`src/rtl/cbm_pkg.sv`:
```
package cbm_pkg;

    // Bus engine states; ST_TURN is the strobe-high break inside a write burst.
    typedef enum logic [1:0] {
        ST_IDLE   = 2'd0,
        ST_ACTIVE = 2'd1,
        ST_TURN   = 2'd2
    } cbm_state_t;

    localparam int LANE_W = 8;
    localparam int DATA_W = 2 * LANE_W;

endpackage

```
`src/rtl/cbm_slot_cfg.sv`:
```
module cbm_slot_cfg #(
    parameter int NSLOT  = 3,
    parameter int SLOT_W = 2,
    parameter int WAIT_W = 4,
    parameter int GAP_W  = 4
) (
    input  logic              clk,
    input  logic              rst_n,
    input  logic              cfg_we,
    input  logic [SLOT_W-1:0] cfg_slot,
    input  logic [WAIT_W-1:0] cfg_wait,
    input  logic [GAP_W-1:0]  cfg_gap,
    input  logic              cfg_burst,
    output logic [WAIT_W-1:0] wait_o  [NSLOT],
    output logic [GAP_W-1:0]  gap_o   [NSLOT],
    output logic [NSLOT-1:0]  burst_o
);

    // One register set per slot; an out-of-range slot matches none.
    for (genvar i = 0; i < NSLOT; i++) begin : g_slot
        logic hit;
        assign hit = cfg_we && (int'(cfg_slot) == i);

        always_ff @(posedge clk or negedge rst_n) begin
            if (!rst_n) begin
                wait_o[i]  <= '1;
                gap_o[i]   <= '0;
                burst_o[i] <= 1'b0;
            end else if (hit) begin
                wait_o[i]  <= cfg_wait;
                gap_o[i]   <= cfg_gap;
                burst_o[i] <= cfg_burst;
            end
        end
    end

endmodule

```
`src/rtl/cbm_gap_timer.sv`:
```
module cbm_gap_timer #(
    parameter int GAP_W = 4
) (
    input  logic             clk,
    input  logic             rst_n,
    input  logic             load,
    input  logic [GAP_W-1:0] load_val,
    output logic             open
);

    logic [GAP_W-1:0] cnt;

    always_ff @(posedge clk or negedge rst_n) begin
        if (!rst_n) begin
            cnt <= '0;
        end else if (load) begin
            cnt <= load_val;
        end else if (cnt != '0) begin
            cnt <= cnt - 1'b1;
        end
    end

    assign open = (cnt == '0);

endmodule

```
`src/rtl/cbm_lane.sv`:
```
module cbm_lane
    import cbm_pkg::*;
(
    input  logic              word,
    input  logic              odd,
    input  logic [DATA_W-1:0] wdata,
    input  logic [DATA_W-1:0] din,
    output logic [DATA_W-1:0] dout,
    output logic              lo_en,
    output logic              hi_en,
    output logic [DATA_W-1:0] rdata
);

    // Write side: a byte is copied onto both lanes, the strobe picks the lane.
    always_comb begin
        if (word) begin
            dout  = wdata;
            lo_en = 1'b1;
            hi_en = 1'b1;
        end else begin
            dout  = {wdata[LANE_W-1:0], wdata[LANE_W-1:0]};
            lo_en = !odd;
            hi_en = odd;
        end
    end

    // Read side: byte reads are brought down to the low lane.
    always_comb begin
        if (word) begin
            rdata = din;
        end else if (odd) begin
            rdata = {{LANE_W{1'b0}}, din[DATA_W-1:LANE_W]};
        end else begin
            rdata = {{LANE_W{1'b0}}, din[LANE_W-1:0]};
        end
    end

endmodule

```
`src/rtl/cbm_irq_sync.sv`:
```
module cbm_irq_sync #(
    parameter int NSLOT = 3
) (
    input  logic             clk,
    input  logic             rst_n,
    input  logic [NSLOT-1:0] irq_n,
    output logic [NSLOT-1:0] irq_pend
);

    logic [NSLOT-1:0] stage1;

    always_ff @(posedge clk or negedge rst_n) begin
        if (!rst_n) begin
            stage1   <= '0;
            irq_pend <= '0;
        end else begin
            stage1   <= ~irq_n;
            irq_pend <= stage1;
        end
    end

endmodule

```
`src/rtl/cardbus_master.sv`:
```
module cardbus_master
    import cbm_pkg::*;
#(
    parameter int NSLOT  = 3,
    parameter int SLOT_W = 2,
    parameter int AW     = 16,
    parameter int WAIT_W = 4,
    parameter int GAP_W  = 4
) (
    input  logic              clk,
    input  logic              rst_n,
    input  logic              cfg_we,
    input  logic [SLOT_W-1:0] cfg_slot,
    input  logic [WAIT_W-1:0] cfg_wait,
    input  logic [GAP_W-1:0]  cfg_gap,
    input  logic              cfg_burst,
    input  logic              req_valid,
    output logic              req_ready,
    input  logic [SLOT_W-1:0] req_slot,
    input  logic              req_write,
    input  logic              req_word,
    input  logic              req_odd,
    input  logic [AW-1:0]     req_addr,
    input  logic [15:0]       req_wdata,
    output logic              rsp_valid,
    output logic [15:0]       rsp_rdata,
    output logic [NSLOT-1:0]  bus_sel_n,
    output logic [AW-1:0]     bus_addr,
    output logic [15:0]       bus_dout,
    output logic              bus_doe,
    input  logic [15:0]       bus_din,
    output logic              bus_rd_n,
    output logic              bus_lwr_n,
    output logic              bus_hwr_n,
    input  logic [NSLOT-1:0]  irq_n,
    output logic [NSLOT-1:0]  irq_pend
);

    localparam int SLOT_SPAN = 1 << SLOT_W;

    // ---------------------------------------------------------------
    // Per-slot settings and idle-gap timers
    // ---------------------------------------------------------------
    logic [WAIT_W-1:0] wait_cfg [NSLOT];
    logic [GAP_W-1:0]  gap_cfg  [NSLOT];
    logic [NSLOT-1:0]  burst_cfg;

    cbm_slot_cfg #(
        .NSLOT (NSLOT),
        .SLOT_W(SLOT_W),
        .WAIT_W(WAIT_W),
        .GAP_W (GAP_W)
    ) u_cfg (
        .clk      (clk),
        .rst_n    (rst_n),
        .cfg_we   (cfg_we),
        .cfg_slot (cfg_slot),
        .cfg_wait (cfg_wait),
        .cfg_gap  (cfg_gap),
        .cfg_burst(cfg_burst),
        .wait_o   (wait_cfg),
        .gap_o    (gap_cfg),
        .burst_o  (burst_cfg)
    );

    cbm_state_t        state_q, state_d;
    logic [SLOT_W-1:0] cur_slot;
    logic              cur_write;
    logic              cur_word;
    logic              cur_odd;
    logic [AW-1:0]     cur_addr;
    logic [15:0]       cur_wdata;
    logic [WAIT_W-1:0] wcnt;

    logic                 beat_last;
    logic                 end_cycle;
    logic [NSLOT-1:0]     gap_open;
    logic [SLOT_SPAN-1:0] gap_open_pad;
    logic [SLOT_SPAN-1:0] burst_pad;

    for (genvar i = 0; i < NSLOT; i++) begin : g_gap
        cbm_gap_timer #(
            .GAP_W(GAP_W)
        ) u_gap (
            .clk     (clk),
            .rst_n   (rst_n),
            .load    (end_cycle && (int'(cur_slot) == i)),
            .load_val(gap_cfg[i]),
            .open    (gap_open[i])
        );
    end

    assign gap_open_pad = SLOT_SPAN'(gap_open);
    assign burst_pad    = SLOT_SPAN'(burst_cfg);

    // ---------------------------------------------------------------
    // Request qualification
    // ---------------------------------------------------------------
    logic              slot_ok;
    logic [SLOT_W-1:0] slot_idx;
    logic              start_ready;
    logic              chain_ready;
    logic              accept;

    assign slot_ok   = int'(req_slot) < NSLOT;
    assign slot_idx  = slot_ok ? req_slot : '0;
    assign beat_last = (state_q == ST_ACTIVE) && (wcnt == '0);

    assign start_ready = (state_q == ST_IDLE) && slot_ok && gap_open_pad[req_slot];
    assign chain_ready = beat_last && slot_ok && (req_slot == cur_slot)
                       && (req_write == cur_write) && burst_pad[cur_slot];

    assign req_ready = start_ready || chain_ready;
    assign accept    = req_valid && req_ready;
    assign end_cycle = beat_last && !accept;

    // ---------------------------------------------------------------
    // Next-state logic
    // ---------------------------------------------------------------
    always_comb begin
        state_d = state_q;
        unique case (state_q)
            ST_IDLE: begin
                if (accept) begin
                    state_d = ST_ACTIVE;                 // start
                end
            end
            ST_ACTIVE: begin
                if (wcnt != '0) begin
                    state_d = ST_ACTIVE;                 // hold
                end else if (accept) begin
                    state_d = cur_write ? ST_TURN        // write-chain
                                        : ST_ACTIVE;     // read-chain
                end else begin
                    state_d = ST_IDLE;                   // finish
                end
            end
            ST_TURN: begin
                state_d = ST_ACTIVE;                     // resume
            end
            default: state_d = ST_IDLE;
        endcase
    end

    // State register
    always_ff @(posedge clk or negedge rst_n) begin
        if (!rst_n) begin
            state_q <= ST_IDLE;
        end else begin
            state_q <= state_d;
        end
    end

    // ---------------------------------------------------------------
    // Cycle context and wait counter
    // ---------------------------------------------------------------
    always_ff @(posedge clk or negedge rst_n) begin
        if (!rst_n) begin
            cur_slot  <= '0;
            cur_write <= 1'b0;
            cur_word  <= 1'b0;
            cur_odd   <= 1'b0;
            cur_addr  <= '0;
            cur_wdata <= '0;
            wcnt      <= '0;
        end else if (accept) begin
            cur_slot  <= slot_idx;
            cur_write <= req_write;
            cur_word  <= req_word;
            cur_odd   <= req_odd;
            cur_addr  <= req_addr;
            cur_wdata <= req_wdata;
            wcnt      <= wait_cfg[slot_idx];
        end else if ((state_q == ST_ACTIVE) && (wcnt != '0)) begin
            wcnt <= wcnt - 1'b1;
        end
    end

    // ---------------------------------------------------------------
    // Lane steering
    // ---------------------------------------------------------------
    logic [15:0] lane_dout;
    logic [15:0] lane_rdata;
    logic        lane_lo;
    logic        lane_hi;

    cbm_lane u_lane (
        .word (cur_word),
        .odd  (cur_odd),
        .wdata(cur_wdata),
        .din  (bus_din),
        .dout (lane_dout),
        .lo_en(lane_lo),
        .hi_en(lane_hi),
        .rdata(lane_rdata)
    );

    // Response: captured on the edge that ends each beat
    always_ff @(posedge clk or negedge rst_n) begin
        if (!rst_n) begin
            rsp_valid <= 1'b0;
            rsp_rdata <= '0;
        end else begin
            rsp_valid <= beat_last;
            if (beat_last) begin
                rsp_rdata <= cur_write ? 16'h0000 : lane_rdata;
            end
        end
    end

    // ---------------------------------------------------------------
    // Bus outputs, decoded from state and context
    // ---------------------------------------------------------------
    always_comb begin
        bus_sel_n = '1;
        bus_rd_n  = 1'b1;
        bus_lwr_n = 1'b1;
        bus_hwr_n = 1'b1;
        bus_doe   = 1'b0;
        bus_addr  = cur_addr;
        bus_dout  = lane_dout;
        unique case (state_q)
            ST_IDLE: begin
            end
            ST_ACTIVE: begin
                for (int i = 0; i < NSLOT; i++) begin
                    if (int'(cur_slot) == i) bus_sel_n[i] = 1'b0;
                end
                bus_rd_n  = cur_write;
                bus_lwr_n = !(cur_write && lane_lo);
                bus_hwr_n = !(cur_write && lane_hi);
                bus_doe   = cur_write;
            end
            ST_TURN: begin
                for (int i = 0; i < NSLOT; i++) begin
                    if (int'(cur_slot) == i) bus_sel_n[i] = 1'b0;
                end
                bus_doe = cur_write;
            end
            default: begin
            end
        endcase
    end

    // ---------------------------------------------------------------
    // Interrupt synchronizer
    // ---------------------------------------------------------------
    cbm_irq_sync #(
        .NSLOT(NSLOT)
    ) u_irq (
        .clk     (clk),
        .rst_n   (rst_n),
        .irq_n   (irq_n),
        .irq_pend(irq_pend)
    );

endmodule

```
`config.mk`:
```
export PLATFORM = sky130hd
export DESIGN_NAME = cardbus_master
export DESIGN_NICKNAME = d
export VERILOG_FILES = /design/src/rtl/cbm_pkg.sv /design/src/rtl/cbm_slot_cfg.sv /design/src/rtl/cbm_gap_timer.sv /design/src/rtl/cbm_lane.sv /design/src/rtl/cbm_irq_sync.sv /design/src/rtl/cardbus_master.sv
export SDC_FILE = /design/constraint.sdc
export NUM_CORES = 1
export LEC_CHECK = 0
export ABC_AREA = 1
export BUFFER_PORTS_ARGS = -buffer_cell sky130_fd_sc_hd__buf_4
export CELL_PAD_IN_SITES_DETAIL_PLACEMENT = 0
export CELL_PAD_IN_SITES_GLOBAL_PLACEMENT = 1
export CORE_MARGIN = 2
export CORE_UTILIZATION = 39
export CTS_BUF_LIST = sky130_fd_sc_hd__clkbuf_4 sky130_fd_sc_hd__clkbuf_8 sky130_fd_sc_hd__clkbuf_16
export DETAILED_ROUTE_END_ITERATION = 10
export PLACE_DENSITY = 0.84
export SLEW_MARGIN = 5
export SYNTH_ARGS = -nofsm -noshare
export SYNTH_HDL_FRONTEND = slang
export SYNTH_HIERARCHICAL = 1
export SYNTH_SLANG_ARGS = --single-unit
```
`constraint.sdc`:
```
create_clock -name clk -period 3.1 [get_ports clk]
set_input_delay 0.465 -clock clk [delete_from_list [all_inputs] [get_ports clk]]
set_output_delay 0.465 -clock clk [all_outputs]
set_load 0.1 [all_outputs]
```
After elaboration in Yosys (flattened, before gate mapping)
Index checks and enable logic that the tools add are counted.
{"block": "classes", "add_sub_neg": 4, "magnitude_cmp": 4, "n_eq_ne": 9, "n_mux": 35, "bitwise_logic": 2, "reduce_logical": 39}
{"cell": "two-way mux 16 bit", "n": 3}
{"cell": "two-way mux 4 bit", "n": 10}
{"cell": "logical AND 1 bit", "n": 18}
{"cell": "logical NOT 4 bit", "n": 4}
{"cell": "nonzero test 4 bit", "n": 4}
{"cell": "subtractor 4 x 1 -> 4 bit (second input constant)", "n": 4}
{"cell": "two-way mux 1 bit", "n": 11}
{"cell": "== test 2 bit (second input constant)", "n": 5}
{"cell": "two-way mux 2 bit", "n": 5}
{"cell": "binary-select mux 4 bit (select 2 bit)", "n": 1}
{"cell": "two-way mux 8 bit", "n": 1}
{"cell": "nonzero test 2 bit", "n": 4}
{"cell": "logical NOT 2 bit", "n": 3}
{"cell": "< comparator 2 x 3 -> 1 bit (second input constant)", "n": 2}
{"cell": "one-hot mux 2 bit (3 select lines)", "n": 1}
{"cell": "binary-select mux 1 bit (select 2 bit)", "n": 2}
{"cell": "logical NOT 1 bit", "n": 4}
{"cell": "greater-or-equal comparator 3 bit (second input constant)", "n": 1}
{"cell": "two-way mux 3 bit", "n": 1}
{"cell": "inverter 2 -> 3 bit", "n": 1}
{"cell": "inverter 3 bit", "n": 1}
{"cell": "== test 2 x 1 -> 1 bit (second input constant)", "n": 1}
{"cell": "== test 2 bit", "n": 1}
{"cell": "< comparator 2 bit (second input constant)", "n": 1}
{"cell": "other kinds (4)", "n": 4}
{"block": "totals", "reg_bits": 105, "wordCells": 117}

Logic depth before layout (Yosys ltp)
{"block": "logic_depth", "ltp_word": 12, "mapped_depth": 17, "depth_no_buf": 16}

Modules after synthesis
The synthesis kept the hierarchy.
{"module": "cardbus_master", "instances": 1, "cells_per_inst": 348, "area_each_um2": 2822.7, "seq_area_each_um2": 1501.4}
{"module": "cbm_slot_cfg", "instances": 1, "cells_per_inst": 119, "area_each_um2": 1156.1, "seq_area_each_um2": 690.7}
{"module": "cbm_gap_timer", "instances": 3, "cells_per_inst": 34, "area_each_um2": 242.7, "seq_area_each_um2": 100.1}
{"module": "cbm_lane", "instances": 1, "cells_per_inst": 79, "area_each_um2": 395.4, "seq_area_each_um2": 0.0}
{"module": "cbm_irq_sync", "instances": 1, "cells_per_inst": 9, "area_each_um2": 161.4, "seq_area_each_um2": 150.1}

Worst setup path before layout
Ideal clock, no wire load.
{"block": "synth_timing", "path_type": "register to register", "start": "register g_gap[0].u_gap.cnt[0]", "end": "register g_gap[0].u_gap.cnt[3]", "setup_time_ns": 0.116, "arrival_time_ns": 2.543, "t_required_ns": 2.984, "slack_ns": 0.441, "path_stages_with_launch": 18, "n_path_buf": 1, "path_cell_list": "dfrtp_1 -> inv_1 -> ha_1 -> nand2_1 -> inv_1 -> o21ai_0 -> o21ai_1 -> nand2_1 -> nand2_2 -> nand2_2 -> buf_6 -> nand2_1 -> nor3_1 -> inv_1 -> nand2_1 -> inv_1 -> nand2_1 -> nand2_1"}
{"block": "synth_between", "elab_chain_len": 10, "elab_cells_between_ends": 14}
{"element": "from (decl)", "line_no": "cbm_gap_timer.sv:11", "rtl": "logic [GAP_W-1:0] cnt;"}
{"element": "from (signal assigned)", "line_no": "cbm_gap_timer.sv:17", "rtl": "cnt <= load_val;"}
{"element": "from (signal assigned)", "line_no": "cbm_gap_timer.sv:19", "rtl": "cnt <= cnt - 1'b1;"}
{"element": "logical NOT 4 bit *", "line_no": "cbm_gap_timer.sv:23", "rtl": "assign open = (cnt == '0);"}
{"element": "net gap_open[0]", "line_no": "cardbus_master.sv:77", "rtl": "logic [NSLOT-1:0] gap_open;"}
{"element": "binary-select mux 1 bit (select 2 bit) *", "line_no": "cardbus_master.sv:109", "rtl": "assign start_ready = (state_q == ST_IDLE) && slot_ok && gap_open_pad[req_slot];"}
{"element": "two-way mux 1 bit (not written as such) *", "line_no": "cardbus_master.sv:109"}
{"element": "logical AND 1 bit *", "line_no": "cardbus_master.sv:109"}
{"element": "logical OR 1 bit *", "line_no": "cardbus_master.sv:113", "rtl": "assign req_ready = start_ready || chain_ready;"}
{"element": "net req_ready", "line_no": "cardbus_master.sv:18", "rtl": "output logic req_ready,"}
{"element": "logical AND 1 bit *", "line_no": "cardbus_master.sv:114", "rtl": "assign accept = req_valid && req_ready;"}
{"element": "logical NOT 1 bit *", "line_no": "cardbus_master.sv:115", "rtl": "assign end_cycle = beat_last && !accept;"}
{"element": "logical AND 1 bit *", "line_no": "cardbus_master.sv:115"}
{"element": "logical AND 1 bit *", "line_no": "cardbus_master.sv:87", "rtl": ".load (end_cycle && (int'(cur_slot) == i)),"}
{"element": "two-way mux 4 bit / nonzero test 2 bit (equally long branches)"}
Mark *: on every way through the listed nets, which the timed path passes. The rest lies on a longest branch. The select of a mux whose other input is x is not followed.
A chain may end at the register's enable or synchronous reset.

Worst setup path in the final report
{"block": "layout_timing", "start": "register state_q[1]", "end": "output bus_rd_n"}
{"block": "layout_between", "elab_chain_len": 2}
{"element": "from (decl)", "line_no": "cardbus_master.sv:66", "rtl": "cbm_state_t state_q, state_d;"}
{"element": "from (signal assigned)", "line_no": "cardbus_master.sv:150", "rtl": "state_q <= state_d;"}
{"element": "== test 2 x 1 -> 1 bit", "line_no": "cardbus_master.sv:222", "rtl": "unique case (state_q)"}
{"element": "two-way mux 1 bit", "line_no": "cardbus_master.sv:222"}
{"element": "to (decl)", "line_no": "cardbus_master.sv:32", "rtl": "output logic bus_rd_n,"}
No other way between the ends.

==> flow_summary.ini <==
[floorplanning]
die_h_um = 120
start_util_pct = 39.9
die_x_um = 120
core_mm2 = 0.0132
io_pins = 131
die-area_mm2 = 0.0144
row_count = 42

[job]
cap_violations = 0

[clock_network]
cts_root_buf = clkbuf_16
cts_tree = yes
cts_resized = 0
htreeDepth = 3
insertion_delay_ps = 360
clkSinkCount = 105
cts.clk_slew.worst_paths_ps = 70
cts_setup_buffers = 0
hold_buffers = 0
clockBufferDepth = 2
numCtsBuffers = 9

[route]
drt_wl_total_mm = 12.9
drcViolationCount = 0
firstDrtPassIters = 5
routedWlPerCell_um = 13.6
maxUsedRoutingLayer = met4
postRouteAntennaNets = 0
routed-wl-met2_mm = 5.59
viasPerCell = 4.78
vias = 4532
met1Wirelength_mm = 6.19
drtIter0Drc = 410
met3_wirelength_um = 843

[layout]
fin_area_mm2 = 0.00654
multi_input_area_mm2 = 0.00215
final_nets = 848
layout-drive-gt1-share_pct = 24.7
fill_cells = 1299
syn2layout_area_growth_pct = 24.2
n_antenna_cell = 0
final-seq-area_mm2 = 0.00264

[worst_setup_path]
cp_max_fo = 20
crit_type = reg2out
arrival_ps = 2230
worstPathCellList = inv_1 > ha_1 > inv_2 > nor2_2 > inv_1 > buf_4
cp-start-kind = flip-flop
crit_path_end_kind = output pin
cp_slowest_cell = nor2_2
required_ps = 2630
cpPeakStageDelay_ps = 610
crit_top_cell = inv_1

[sta]
tightest_slew_ps = 779
finalSetupViolCount = 0
whs_ps = 173
fin_crit_sh_pct = 87.1
hold_viol_final = 0
rsz0062_at_grt = false
maxSlewHeadroom_pct = 48.1
clock_skew_ps = 12.8
fmax_mhz = 371
final.setup.tns_ps = 0
period_minus_slack_ps = 2700
slew_viol_final = 0
postLayoutSetupSlackWorst_ps = 401

[global_route]
grt_usage_pct = 18.6
grt_pass1_vias = 4321
grt_antenna_before_repair = 0
grt_pass1_wl_mm = 21.4
grt_overflow_total = 0
grt_start_max_net_pins = 62

[logic_synthesis]
avgSynthCellArea_um2 = 8.01
synthTopCellsByArea = dfrtp_1, nand2_1, dfstp_2, nand3_1, o21ai_0
ys_warn_count = 6
yosysTopAreaCellShare_pct = 44.2
netlist_area_mm2 = 0.00526
synthDistinctLibCells = 31
synth.most_common_cell = nand2_1
postSynthCellCount = 657
synth_common_cells = nand2_1, dfrtp_1, nand3_1
ys_async_sr_fraction_pct = 100
ys.flop_type = dfrtp_1
syn-num-nets = 737
synth-edff-count = 0
yosysTopAreaCell = dfrtp_1
ys_ff_latch = 105
ys_seq_area_share_pct = 50.2

[outcome]
status = finished, final reports clean

[placed_design]
io_buffers = 130
place_area_mm2 = 0.00624
place_congestion = 0.823
dpl.hpwl_mm = 9.25
place_ws_ps = 531

[hold_path]
hold_path_class = in2async
cells in the final DEF, fill, tap and decap left out, types with 3 or more instances in the layout:
cell and count:
nand3_1 53, xnor2_1 4, nor2_2 4, dfstp_2 12, nand3_4 3, nand2_1 307, nand4_1 19, clkbuf_16 9
o21ai_0 36, xor2_1 3, ha_1 9, nor2_1 8, nor3_1 4, dfrtp_1 93, buf_4 132, inv_2 8
nand3_2 5, clkinvlp_4 3, inv_1 43
metrics by stage:
step	std cells	utilization [%]
6_report	949	49.5
5_1_grt	949	49.5
3_3_place_gp	933	47.3
4_1_cts	949	49.5
3_5_place_dp	933	47.3
2_1_floorplan	657	-
layout make-up:
cell class                      instances  share of cell area, %
Clock buffer                           10                   3.56
Clock inverter                          6                   1.01
Inverter                               54                   3.24
Multi-Input combinational cell        465                   32.9
Sequential cell                       105                   40.4
Tap cell                              176                   3.37
Timing Repair Buffer                  133                   15.5
critical path: cells and delay by family (launching register included):
family	cells	cell delay, ps
simple gates	1	610
buf+inv	4	630
fa+ha+maj	1	220
flops	1	410
cell families after synthesis:
logic type | synth area share, %
DFF | 50.2
AOI/OAI and AO/OA | 3.78
adders and majority gates | 2.14
buffers and inverters | 8.94
and+or+nand+nor | 33.8
xor gates and xnor gates | 1.16
final timing paths:
check                                      from               endpoint  slack [ps]  cells past startpoint
worst max-delay path                 state_q[1]               bus_rd_n         400                      6
worst min-delay path                      rst_n           rsp_rdata[4]         170                      1
worst max register to register       state_q[1]  g_gap[2].u_gap/cnt[3]         450                     14
worst min register to register  u_irq/stage1[1]      u_irq/irq_pend[1]         350                      0
max in group asynchronous                 rst_n  g_gap[1].u_gap/cnt[0]        2200                      2
min in group clk                       irq_n[1]        u_irq/stage1[1]         250                      2
routing by layer:
| layer | vias to the layer above | global-route usage, % |
|---|---|---|
| li1 | 2282 | - |
| met2 | 144 | 27.0 |
| met4 | 0 | 8.60 |
| met5 | - | 0 |
| met3 | 19 | 3.63 |
| met1 | 2087 | 26.8 |
flip-flops by register name, summed over array words and instances, names as in the netlist, 2 cells and up:
name             cells
bus_addr            16
state_q              2
g_gap.u_gap/cnt     12
wcnt                 4
u_irq/stage1         3
u_cfg/burst_o        3
cur_wdata           16
u_cfg/wait_o        12
cur_slot             2
u_irq/irq_pend       3
rsp_rdata           16
u_cfg/gap_o         12
Power is not shown: default switching activity piles up to over one toggle a cycle in this logic, so the estimate is an artifact.
